`src/rtl/serial_csr_pkg.sv`:
```
package serial_csr_pkg;

  localparam int REG_AW = 6;

  localparam logic [REG_AW-1:0] ADDR_DATA  = 6'h00;
  localparam logic [REG_AW-1:0] ADDR_STAT  = 6'h04;
  localparam logic [REG_AW-1:0] ADDR_LINE  = 6'h08;
  localparam logic [REG_AW-1:0] ADDR_CTRL  = 6'h14;
  localparam logic [REG_AW-1:0] ADDR_FLAG  = 6'h18;
  localparam logic [REG_AW-1:0] ADDR_INTID = 6'h1C;
  localparam logic [REG_AW-1:0] ADDR_RXLVL = 6'h38;
  localparam logic [REG_AW-1:0] ADDR_TXLVL = 6'h3C;

  localparam logic [7:0] LINE_WMASK = 8'h7F;
  localparam logic [7:0] CTRL_WMASK = 8'hF9;

  localparam int CTRL_EN    = 0;
  localparam int CTRL_MSIE  = 3;
  localparam int CTRL_RXIE  = 4;
  localparam int CTRL_TXIE  = 5;
  localparam int CTRL_TOIE  = 6;
  localparam int CTRL_LOOP  = 7;

  localparam int INT_MODEM = 0;
  localparam int INT_RX    = 1;
  localparam int INT_TX    = 2;
  localparam int INT_TMO   = 3;

  localparam int MODEM_N = 3;

  typedef struct packed {
    logic wrData;
    logic wrStat;
    logic wrLine;
    logic wrCtrl;
    logic wrIntId;
    logic wrRxLvl;
    logic wrTxLvl;
    logic rdData;
  } csrStrobe_t;

endpackage

```
`src/rtl/serial_csr_ctrl.sv`:
```
module serial_csr_ctrl
  import serial_csr_pkg::*;
#(
  parameter int DATA_W = 8,
  parameter int CNT_W  = 5
) (
  input  logic [REG_AW-1:0] busAddr,
  input  logic              busWe,
  input  logic              busRe,
  input  logic [DATA_W-1:0] rxData,
  input  logic [7:0]        lineQ,
  input  logic [7:0]        ctrlQ,
  input  logic [3:0]        errStat,
  input  logic [7:0]        flagsQ,
  input  logic [3:0]        intPend,
  input  logic [CNT_W-1:0]  rxLvlQ,
  input  logic [CNT_W-1:0]  txLvlQ,
  output csrStrobe_t        strb,
  output logic [DATA_W-1:0] busRdata
);

  always_comb begin
    strb = '0;
    if (busWe) begin
      case (busAddr)
        ADDR_DATA:  strb.wrData  = 1'b1;
        ADDR_STAT:  strb.wrStat  = 1'b1;
        ADDR_LINE:  strb.wrLine  = 1'b1;
        ADDR_CTRL:  strb.wrCtrl  = 1'b1;
        ADDR_INTID: strb.wrIntId = 1'b1;
        ADDR_RXLVL: strb.wrRxLvl = 1'b1;
        ADDR_TXLVL: strb.wrTxLvl = 1'b1;
        default:    ;
      endcase
    end
    if (busRe && (busAddr == ADDR_DATA)) strb.rdData = 1'b1;
  end

  always_comb begin
    case (busAddr)
      ADDR_DATA:  busRdata = rxData;
      ADDR_STAT:  busRdata = DATA_W'(errStat);
      ADDR_LINE:  busRdata = DATA_W'(lineQ);
      ADDR_CTRL:  busRdata = DATA_W'(ctrlQ);
      ADDR_FLAG:  busRdata = DATA_W'(flagsQ);
      ADDR_INTID: busRdata = DATA_W'(intPend);
      ADDR_RXLVL: busRdata = DATA_W'(rxLvlQ);
      ADDR_TXLVL: busRdata = DATA_W'(txLvlQ);
      default:    busRdata = '0;
    endcase
  end

endmodule

```
`src/rtl/serial_csr_dp.sv`:
```
module serial_csr_dp
  import serial_csr_pkg::*;
#(
  parameter int DATA_W      = 8,
  parameter int FIFO_DEPTH  = 16,
  parameter int CNT_W       = 5,
  parameter int SYNC_STAGES = 2,
  parameter int RX_LVL_RST  = 1,
  parameter int TX_LVL_RST  = 0
) (
  input  logic               clk,
  input  logic               rstN,
  input  csrStrobe_t         strb,
  input  logic [DATA_W-1:0]  wdata,
  input  logic [CNT_W-1:0]   rxCount,
  input  logic [CNT_W-1:0]   txCount,
  input  logic [3:0]         errIn,
  input  logic               rxTimeout,
  input  logic [MODEM_N-1:0] modemIn,
  input  logic               busyIn,
  output logic [7:0]         lineQ,
  output logic [7:0]         ctrlQ,
  output logic [3:0]         errStat,
  output logic [7:0]         flagsQ,
  output logic [3:0]         intPend,
  output logic [CNT_W-1:0]   rxLvlQ,
  output logic [CNT_W-1:0]   txLvlQ,
  output logic               irqOut,
  output logic               txPush,
  output logic [DATA_W-1:0]  txData,
  output logic               rxPop
);

  localparam logic [CNT_W-1:0] FULL_CNT = CNT_W'(FIFO_DEPTH);

  logic [MODEM_N-1:0] modemSync;
  logic               ctsPrev;
  logic               ctsChange;
  logic               rxHigh;
  logic               txLow;
  logic [3:0]         intSet;

  // Two or more flops per asynchronous modem input
  for (genvar g = 0; g < MODEM_N; g++) begin : gSync
    logic [SYNC_STAGES-1:0] chain;
    always_ff @(posedge clk) begin
      if (!rstN) chain <= '0;
      else       chain <= {chain[SYNC_STAGES-2:0], modemIn[g]};
    end
    assign modemSync[g] = chain[SYNC_STAGES-1];
  end

  always_ff @(posedge clk) begin
    if (!rstN) ctsPrev <= 1'b0;
    else       ctsPrev <= modemSync[0];
  end

  assign ctsChange = modemSync[0] ^ ctsPrev;
  assign rxHigh    = (rxCount >= rxLvlQ);
  assign txLow     = (txCount <= txLvlQ);

  always_comb begin
    intSet = '0;
    intSet[INT_MODEM] = ctsChange & ctrlQ[CTRL_MSIE];
    intSet[INT_RX]    = rxHigh    & ctrlQ[CTRL_RXIE];
    intSet[INT_TX]    = txLow     & ctrlQ[CTRL_TXIE];
    intSet[INT_TMO]   = rxTimeout & ctrlQ[CTRL_TOIE];
  end

  // Configuration registers
  always_ff @(posedge clk) begin
    if (!rstN) begin
      lineQ  <= '0;
      ctrlQ  <= '0;
      rxLvlQ <= CNT_W'(RX_LVL_RST);
      txLvlQ <= CNT_W'(TX_LVL_RST);
    end else begin
      if (strb.wrLine)  lineQ  <= wdata[7:0] & LINE_WMASK;
      if (strb.wrCtrl)  ctrlQ  <= wdata[7:0] & CTRL_WMASK;
      if (strb.wrRxLvl) rxLvlQ <= wdata[CNT_W-1:0];
      if (strb.wrTxLvl) txLvlQ <= wdata[CNT_W-1:0];
    end
  end

  // Sticky error bits and pending interrupts; a write clear wins
  always_ff @(posedge clk) begin
    if (!rstN) begin
      errStat <= '0;
      intPend <= '0;
    end else begin
      if (strb.wrStat) errStat <= '0;
      else             errStat <= errStat | errIn;
      if (strb.wrIntId) intPend <= '0;
      else              intPend <= intPend | intSet;
    end
  end

  assign flagsQ = {txCount == '0, rxCount == FULL_CNT, txCount == FULL_CNT,
                   rxCount == '0, busyIn, modemSync};
  assign irqOut = |intPend;
  assign txPush = strb.wrData;
  assign txData = wdata;
  assign rxPop  = strb.rdData;

endmodule

```
`src/rtl/serial_csr_top.sv`:
```
module serial_csr_top
  import serial_csr_pkg::*;
#(
  parameter int DATA_W      = 8,
  parameter int FIFO_DEPTH  = 16,
  parameter int SYNC_STAGES = 2
) (
  input  logic              clk,
  input  logic              rstN,
  input  logic [5:0]        busAddr,
  input  logic [DATA_W-1:0] busWdata,
  input  logic              busWe,
  input  logic              busRe,
  output logic [DATA_W-1:0] busRdata,
  output logic              txPush,
  output logic [DATA_W-1:0] txData,
  output logic              rxPop,
  input  logic [DATA_W-1:0] rxData,
  input  logic [$clog2(FIFO_DEPTH+1)-1:0] rxCount,
  input  logic [$clog2(FIFO_DEPTH+1)-1:0] txCount,
  input  logic              errFrame,
  input  logic              errParity,
  input  logic              errBreak,
  input  logic              errOverrun,
  input  logic              rxTimeout,
  input  logic              ctsIn,
  input  logic              dsrIn,
  input  logic              dcdIn,
  input  logic              busyIn,
  output logic              brkOut,
  output logic              parityEn,
  output logic              parityEven,
  output logic              twoStop,
  output logic              fifoEn,
  output logic [1:0]        wordLen,
  output logic              uartEn,
  output logic              loopback,
  output logic              irqOut
);

  localparam int CNT_W = $clog2(FIFO_DEPTH + 1);

  csrStrobe_t       strb;
  logic [7:0]       lineQ;
  logic [7:0]       ctrlQ;
  logic [3:0]       errStat;
  logic [7:0]       flagsQ;
  logic [3:0]       intPend;
  logic [CNT_W-1:0] rxLvlQ;
  logic [CNT_W-1:0] txLvlQ;

  serial_csr_ctrl #(.DATA_W(DATA_W), .CNT_W(CNT_W)) u_ctrl (
    .busAddr (busAddr),
    .busWe   (busWe),
    .busRe   (busRe),
    .rxData  (rxData),
    .lineQ   (lineQ),
    .ctrlQ   (ctrlQ),
    .errStat (errStat),
    .flagsQ  (flagsQ),
    .intPend (intPend),
    .rxLvlQ  (rxLvlQ),
    .txLvlQ  (txLvlQ),
    .strb    (strb),
    .busRdata(busRdata)
  );

  serial_csr_dp #(
    .DATA_W(DATA_W), .FIFO_DEPTH(FIFO_DEPTH), .CNT_W(CNT_W),
    .SYNC_STAGES(SYNC_STAGES)
  ) u_dp (
    .clk      (clk),
    .rstN     (rstN),
    .strb     (strb),
    .wdata    (busWdata),
    .rxCount  (rxCount),
    .txCount  (txCount),
    .errIn    ({errOverrun, errBreak, errParity, errFrame}),
    .rxTimeout(rxTimeout),
    .modemIn  ({dcdIn, dsrIn, ctsIn}),
    .busyIn   (busyIn),
    .lineQ    (lineQ),
    .ctrlQ    (ctrlQ),
    .errStat  (errStat),
    .flagsQ   (flagsQ),
    .intPend  (intPend),
    .rxLvlQ   (rxLvlQ),
    .txLvlQ   (txLvlQ),
    .irqOut   (irqOut),
    .txPush   (txPush),
    .txData   (txData),
    .rxPop    (rxPop)
  );

  assign brkOut     = lineQ[0];
  assign parityEn   = lineQ[1];
  assign parityEven = lineQ[2];
  assign twoStop    = lineQ[3];
  assign fifoEn     = lineQ[4];
  assign wordLen    = lineQ[6:5];
  assign uartEn     = ctrlQ[CTRL_EN];
  assign loopback   = ctrlQ[CTRL_LOOP];

endmodule

```
`config.mk`:
```
export PLATFORM = sky130hd
export DESIGN_NAME = serial_csr_top
export DESIGN_NICKNAME = d
export VERILOG_FILES = /design/src/rtl/serial_csr_pkg.sv /design/src/rtl/serial_csr_ctrl.sv /design/src/rtl/serial_csr_dp.sv /design/src/rtl/serial_csr_top.sv
export SDC_FILE = /design/constraint.sdc
export NUM_CORES = 1
export LEC_CHECK = 0
export BUFFER_PORTS_ARGS = -buffer_cell sky130_fd_sc_hd__buf_4
export CAP_MARGIN = 0
export CORE_MARGIN = 2
export CORE_UTILIZATION = 30
export CTS_CLUSTER_DIAMETER = 30
export CTS_CLUSTER_SIZE = 8
export DETAILED_ROUTE_END_ITERATION = 10
export GPL_TIMING_DRIVEN = 0
export RECOVER_POWER = 25
export SYNTH_ARGS = -nofsm -noshare
export SYNTH_HDL_FRONTEND = slang
export SYNTH_HIERARCHICAL = 1
export SYNTH_SLANG_ARGS = --single-unit
```
`constraint.sdc`:
```
create_clock -name clk -period 2.1 [get_ports clk]
set_input_delay 0.315 -clock clk [delete_from_list [all_inputs] [get_ports clk]]
set_output_delay 0.315 -clock clk [all_outputs]
set_load 0.02 [all_outputs]
```
==> results, run 1 <==
- The number of antenna diodes is 0.
- The detailed-route wire length is 5.930 mm.
- The count of hold buffers inserted by post-cts repair is 0.
- For the worst setup path, the data required time is 1.78 ns.
- Across the run, the number of max-cap violations was 0.
- Across every metal layer, demand over resource in global routing totals 14.41%.
- The setup slack after placement is -0.1013 ns.
- In the post-synthesis netlist, the biggest area contributors are dfxtp_1 (34%), mux2i_1 (18%), nor2b_1 (6.5%), buf_4 (5.7%), ha_1 (5.6%).
- For the worst setup path, the data arrival time is 1.76 ns.
- Measured on the finished design, the core utilization comes to 40.89%.
- For this design the static power due to leakage is 1.218 nW.
- Once placement completed, the tool counted placed cells totaling 420.
- The HPWL after detailed placement is 4.682 mm.
- The power per standard cell area is 493.3 nW/um2.
- The initial DRC count is 111.
- The combined area of all synthesized cells is 2230 um2.
- Global routing used 23.43% of the available met2 tracks.
- After detailed placement, the total cell area comes to 2887 um2.
- The via count of the first global-routing pass is 1850.
- Entering global routing, the biggest net connects 13 pins.
- The share of Yosys cell area claimed by the top area cell type is 34.12%.
- The average wire length per cell after detail routing is 13.86 um.
- In this run the most critical hold path is launched from ctsIn.
- The layout net count is 383.
- The final standard cell count with taps included and fillers excluded is 428.
- The cell count after synthesis came out at 249.
- The synthesized area per cell is 8.954 um2.
- The category of cells accounting for the largest share of critical-path delay is simple AND/OR/NAND/NOR gates.
- The die is 90.21 um tall.
- The total clock buffers created by CTS is 5.
- The placeable core region is 7214 um2.
- The routing usage on met1 is 19.39%.
- The synthesis-to-finish area growth is 32.32%.
- VDD sags by at most 0.2541 mV.
- The number of antenna violations at the first check in global routing is 0.
- The count of flip-flops with a built-in enable after synthesis is 0.
- Counting the fill cells in the layout gives 767.
- Traced cell by cell, the critical path runs through buf_4 -> or3_4 -> or3_1 -> buf_6 -> nor3b_1 -> buf_4 -> buf_4.
- Timing would allow up to 0.4828 GHz.
- The most common cell after layout, fill and taps aside is buf_4.
- At the later pin of the worst-skew pair, clock insertion delay measures 0.28 ns.
- The clock tree root buffer cell is clkbuf_8.
- The synthesized design spends more area on one cell type than any other, namely dfxtp_1.
- The initial utilization of the core area, before any placement, comes to 30.91%.
- Setup violations remaining at the end of the flow were counted as 0.
- For the pin with the worst max-slew slack, the measured transition is 0.6367 ns.
- The first-pass GRT wire length is 9.453 mm.
- The clock transition at the registers of the reported paths is 0.07 ns.
- After synthesis, the share of flip-flops with an asynchronous set or reset is 0%.
- For the final database, setup skew stands at 0.006392 ns.
- The number of distinct library cells after synthesis is 38.
- The reg-to-reg critical path startpoint is u_dp/rxLvlQ[2]$_SDFFE_PN0P_.
- The die covers 8138 um2.
- The post-route standard cell area excluding fillers is 2950 um2.
- Together, buffers and inverters on the worst path number 4.
- The Yosys step of the flow raised 6 warnings.
- The vias after detailed routing is 1909.
- The count of nets left with antenna violations once routing finished came out at 0.
- Buffers placed on the I/O ports in this run total 70.
- The slowest library cell on the worst path is or3_4.
- The ratio of routed vias to standard cells is 4.460.
- The maximum net fanout on the critical path is 7.
- In this run the core area contains 31 standard-cell rows.
- The weighted congestion at the end of routability-driven global placement is 0.8286.
- The post-route DRC violation count is 0.
- The worst pin sits at a relative slew slack of 57.55%.
- 73 I/O pins were placed.
- The type of element launching the critical path is an input port.
- The clock drives 38 sinks.
- The number of max-slew violations in the final report is 0.
- The worst setup path is of the input port to primary output kind.
- The cell with the most instances on the worst path is buf_4.
- The register bit total from synthesis is 38.
- Sequential cells were found to cover 34.12% of the synthesized design area.
- The final critical delay including setup and external delays is 2.071 ns.
- Once routing completed, OpenROAD measured the worst setup slack at 0.02866 ns.
- In this run the number of H-tree levels came out at 2.
- The clock tree from TritonCTS is built.
- The path category of the worst min-delay check is input port to flop.
- Measured along the x axis, the die boundary spans 90.21 um.
- The most heavily used metal layer in global routing is met2.
- The buffer levels on the longest clock path is 2.
- Before antenna repair, the detailed router went through 4 iterations.
- The met3 demand-to-capacity share in global routing is 3.688%.
- The final clock period utilization by the worst path is 98.64%.
- The post-route netlist has 29.79% of its cells at a drive strength greater than 1.
- The number of hold violations in the final report is 0.
- Summed over all layers, the global routing overflow is 0.
- For this run, the leading register cell type out of synthesis is dfxtp_1.
- STA classifies the critical path endpoint as a primary output.
- The flow ran to the end, and the final reports show no timing, DRC or antenna violations.
- In the layout the commonest cells are buf_4 (76), mux2i_1 (39), dfxtp_1 (38).
- Tracing the worst setup path back leads to its startpoint at busAddr[0].
- The peak per-stage delay on the critical path is 0.41 ns.
- The final hold slack is 0.2350 ns.
cell families (layout without fill, tap and decap cells):
family | after synthesis | after routing | share of synthesized area, %
buf+inv | 43 | 121 | 10.49
mux | 40 | 40 | 18.01
simple gates | 84 | 84 | 21.32
compound gates | 32 | 32 | 9.876
flops | 38 | 38 | 34.12
xor+xnor | 1 | 1 | 0.3929
other cells | 1 | 3 | 0.1682
fa+ha+maj | 10 | 10 | 5.612
stage by stage:
| stage | power [mW] | setup TNS (ns) |
|---|---|---|
| finish | 1.456 | 0 |
| global route | 1.535 | -0.004799 |
| CTS | 1.482 | 0 |
| detailed placement | 0.9952 | -0.6938 |
| global placement | 0.9923 | -0.6669 |
| floorplan | 0.8768 | 0 |
sequential cells by signal (all words and copies together) (netlist names):
signal and cells:
u_dp/lineQ 7, u_dp/ctrlQ 6, u_dp/gSync.chain 6, u_dp/rxLvlQ 5, u_dp/txLvlQ 5, u_dp/errStat 4
u_dp/intPend 4, u_dp/ctsPrev 1
final cells by class:
cell class                 count  area [um2]  area share, %
buffer                        29       187.7          6.361
timing repair buffer          70       491.7          16.67
clock inverter                 2       13.76         0.4665
inverter                      14       52.55          1.781
multi-input combinational    170        1247          42.28
clock buffer                   6       72.57          2.460
sequential                    38       760.7          25.78
tap                           99       123.9          4.198
synthesized netlist by cell type (2+ instances only):
cell type / instances
and2_1: 9
o21ai_0: 5
mux2i_1: 39
o22a_1: 4
buf_2: 7
o211ai_1: 5
buf_4: 17
dfxtp_1: 38
nor3_1: 2
nand2_1: 11
nand2b_1: 4
nor3b_1: 2
a211oi_1: 2
nor2b_1: 23
a22oi_1: 3
a21oi_1: 6
or4_1: 2
clkbuf_1: 5
nor2_1: 21
ha_1: 10
inv_1: 14
a31oi_1: 4
timing repair:
item                                    CTS  global route
resized for setup                         1             4
buffers inserted                          0             0
endpoints found under the setup margin    3             3
pin swaps                                 0             1
where the power goes:
part	switching, mW	internal, mW
logic	0.110	0.121
registers	0.00648	0.733
clock network	0.250	0.234
total	0.367	1.09
routing by layer:
| metal | up-vias | share of wire [%] |
|---|---|---|
| met1 | 846 | 47 |
| li1 | 994 | - |
| met5 | - | 0 |
| met3 | 2 | 6.2 |
| met4 | 0 | 0.39 |
| met2 | 67 | 46 |
worst register-to-register path, cell delays in order (launching register included):
cell	delay, ns
dfxtp_1	0.36
inv_1	0.06
ha_1	0.29
a211oi_1	0.20
a21oi_1	0.10
o31a_1	0.23
final timing paths:
| kind | slack, ns | to | cells after the start |
|---|---|---|---|
| min | 0.24 | u_dp/gSync[0].chain[0]$_SDFF_PN0_ | 2 |
| max | 0.03 | txPush | 7 |
| max reg2reg | 0.76 | u_dp/intPend[1]$_SDFF_PP0_ | 5 |
| min reg2reg | 0.44 | u_dp/gSync[2].chain[1]$_SDFF_PN0_ | 1 |
(Power assumes the default switching activity.)
==> run 2: changes to the inputs <==
--- a/config.mk
+++ b/config.mk
@@ -7,12 +7,15 @@
 export LEC_CHECK = 0
 export BUFFER_PORTS_ARGS = -buffer_cell sky130_fd_sc_hd__buf_4
 export CAP_MARGIN = 0
+export CELL_PAD_IN_SITES_DETAIL_PLACEMENT = 2
+export CELL_PAD_IN_SITES_GLOBAL_PLACEMENT = 2
 export CORE_MARGIN = 2
-export CORE_UTILIZATION = 30
+export CORE_UTILIZATION = 29
 export CTS_CLUSTER_DIAMETER = 30
 export CTS_CLUSTER_SIZE = 8
 export DETAILED_ROUTE_END_ITERATION = 10
 export GPL_TIMING_DRIVEN = 0
+export PLACE_DENSITY_LB_ADDON = 0.1
 export RECOVER_POWER = 25
 export SYNTH_ARGS = -nofsm -noshare
 export SYNTH_HDL_FRONTEND = slang
==> run 2 against run 1 <==
Sequential power barely moved. First-iteration DRC count decreased by 59%. Combinational power increased by 3%. Global-route usage up 3.4 points. Clock skew increased by 0.0059 ns. Count of clock-buffer cells in the layout decreased by 1. Sequential share of layout area fell by 0.66 points. Utilization increased by 0.41 points. Critical endpoint is now busRdata[4].
==> results, run 2 (synthesized netlist as in run 1, its figures left out) <==
- The run finished with clean final reports.
- The effective utilization at floorplan was 30.41% (-0.49 points).
- The number of buffers added on ports is 70 (unchanged).
- The static power due to leakage is 1.259 nW (+3.3%).
- The most flop-heavy register is u_dp/lineQ.
- The worst slew margin relative to its limit was 59.96% (+2.4 points).
- The clock transition at the registers of the reported paths came to 0.08 ns (about the same).
- The number of levels in the clock H-tree is 2 (unchanged).
- The weighted congestion at the end of routability-driven global placement is 0.7944 (-4.1%).
- The number of ports placed on the die boundary came to 73 (unchanged).
- The remaining antenna violation count is 0 (unchanged).
- The number of flip-flops under the largest register name is 7 (unchanged).
- The depth of the worst register-to-register path is 5 (unchanged).
- The post-route DRC violation count was 0 (unchanged).
- The maximum ir drop on the vdd rail is 0.2854 mV (+12%).
- The initial DRC count is 46 (-59%).
- The accumulated negative setup slack is 0 ns (unchanged).
- The clock tree from TritonCTS is built.
- The die boundary height is 91.69 um (+1.6%).
- The power per standard cell area was 579.2 nW/um2 (+17%).
- The met3 wirelength from detailed routing is 378 um (+2.4%).
- The worst setup path is of the input port to primary output kind.
- The clock sink total is 38 (unchanged).
- The number of hold violations in the final report came to 0 (unchanged).
- The number of antenna violations at the first check in global routing was 0 (unchanged).
- The largest registers in the layout are u_dp/lineQ (7), u_dp/ctrlQ (6), u_dp/gSync.chain (6).
- The layout net count is 385 (+0.52%).
- The number of max-slew violations in the final report was 0 (unchanged).
- The count of hold buffers inserted by post-cts repair was 0 (unchanged).
- The overall die width is 91.69 um (+1.6%).
- The final clock period utilization by the worst path is 97.64% (-1.0 points).
- The detailed-route wire length is 7.074 mm (+19%).
- The type of element launching the critical path is an input port.
- The pin count of the biggest net entering global routing came to 14 (+1).
- The via count of the first global-routing pass is 2154 (+16%).
- The actual slew at the worst max-slew pin is 0.5951 ns (-0.04161 ns).
- The vias after detailed routing is 2000 (+4.8%).
- The worst path arrival time came to 1.74 ns (-0.02 ns).
- The residual overflow from global routing was 0 (unchanged).
- The final critical delay including setup and external delays is 2.050 ns (-0.02092 ns).
- The ratio of routed vias to standard cells is 4.651 (+4.3%).
- The placeable core region is 7331 um2 (+1.6%).
- The total clock buffers created by CTS is 5 (unchanged).
- The area of the die is 8406 um2 (+3.3%).
- The area growth from synthesis to layout is 35.80%.
- The maximum frequency from static timing analysis was 0.4877 GHz (+1.0%).
- The sum of routed wire segments on met1 was 3.303 mm (+18%).
- The number of cells traversed by the worst hold path is 3 (+1).
- The aggregate global-route resource usage is 17.85% (+3.4 points).
- The clock latency at the later pin of the worst-skew pair was 0.31 ns (+0.03 ns).
- The path category of the worst min-delay check is input port to flop.
- The first-pass GRT wire length was 11.46 mm (+21%).
- The type of element capturing the critical path is a primary output.
- Setup repair after global routing could not meet its margin everywhere.
- The clock tree root buffer cell is clkbuf_8.
- The utilization of the core after routing came to 41.30% (+0.41 points).
- The most common cell after layout, fill and taps aside is buf_4.
- The average wire length per cell after detail routing is 16.45 um (+19%).
- The length of routed met2 wiring is 3.294 mm (+20%).
- The total power consumption of the routed design was 1.754 mW (+20%).
- The buffer levels on the longest clock path is 2 (unchanged).
- The ratio of cells with drive above 1 in the final layout is 31.72% (+1.9 points).
- The number of optimization iterations in the first detailed-route pass is 4 (unchanged).
- Leaving out fill and tap cells, the most frequent cells in the layout are buf_4 (80), mux2i_1 (39), dfxtp_1 (38).
- The final hold slack came to 0.2235 ns (-0.01158 ns).
- The maximum net fanout on the critical path is 7 (unchanged).
- The total number of placement rows is 31 (unchanged).
- The setup skew after layout is 0.01231 ns (+0.005914 ns).
- The HPWL after detailed placement came to 5.614 mm (+20%).
- The max-capacitance violation count is 0 (unchanged).
- The total of endpoints with negative setup slack in the final report came to 0 (unchanged).
- The number of antenna diodes is 0 (unchanged).
- The highest routed metal layer is met4.
- The required time of the critical path was 1.78 ns (about the same).
## run 2: repair_timing
item	CTS	global route
setup endpoints to repair	5	6
buffers inserted	0	2
endpoints found under the hold margin	0	0
pin swaps	0	2
resized for setup	3	4
## run 2: where the power goes
part	internal, mW	switching [mW]
Sequential	0.733	0.00722
Combinational	0.123	0.116
Clock	0.476	0.298
Total	1.33	0.421
## run 2: worst paths after layout
check	start	to	slack (ns)
max reg2reg	u_dp/rxLvlQ[2]$_SDFFE_PN0P_	u_dp/intPend[1]$_SDFF_PP0_	0.68
max	busAddr[1]	busRdata[4]	0.05
min reg2reg	u_dp/gSync[2].chain[0]$_SDFF_PN0_	u_dp/gSync[2].chain[1]$_SDFF_PN0_	0.45
min	errBreak	u_dp/errStat[2]$_SDFF_PP0_	0.22
## run 2: through the flow
stage | instance area (um2) | setup WS [ns] | instances
2_1_floorplan | 2237 | 0.1206 | 251
3_3_place_gp | 2887 | -0.1321 | 420
6_report | 3028 | 0.04958 | 430
4_1_cts | 3037 | 0.009320 | 428
3_5_place_dp | 2887 | -0.1781 | 420
5_1_grt | 3028 | -0.01359 | 430
## run 2: per-layer routing
layer	vias to the layer above	GRT usage [%]
met3	6	4.026
met5	-	0
met2	55	29.41
li1	993	-
met1	946	22.96
met4	0	6.061
## run 2: area by class of cell
| class | instances | area [um2] |
|---|---|---|
| Clock inverter | 3 | 68.82 |
| Clock buffer | 5 | 68.82 |
| Sequential cell | 38 | 760.7 |
| Tap cell | 99 | 123.9 |
| Fill cell | 836 | 4303 |
| Inverter | 14 | 52.55 |
| Multi-Input combinational cell | 170 | 1257 |
| Buffer | 29 | 188.9 |
| Timing Repair Buffer | 72 | 506.7 |
## run 2: critical path, stage by stage
cell and delay [ns]:
buf_4 0.12, or3_4 0.42, or3_4 0.34, buf_6 0.14
a2bb2oi_1 0.15, o211ai_2 0.09, buf_4 0.16
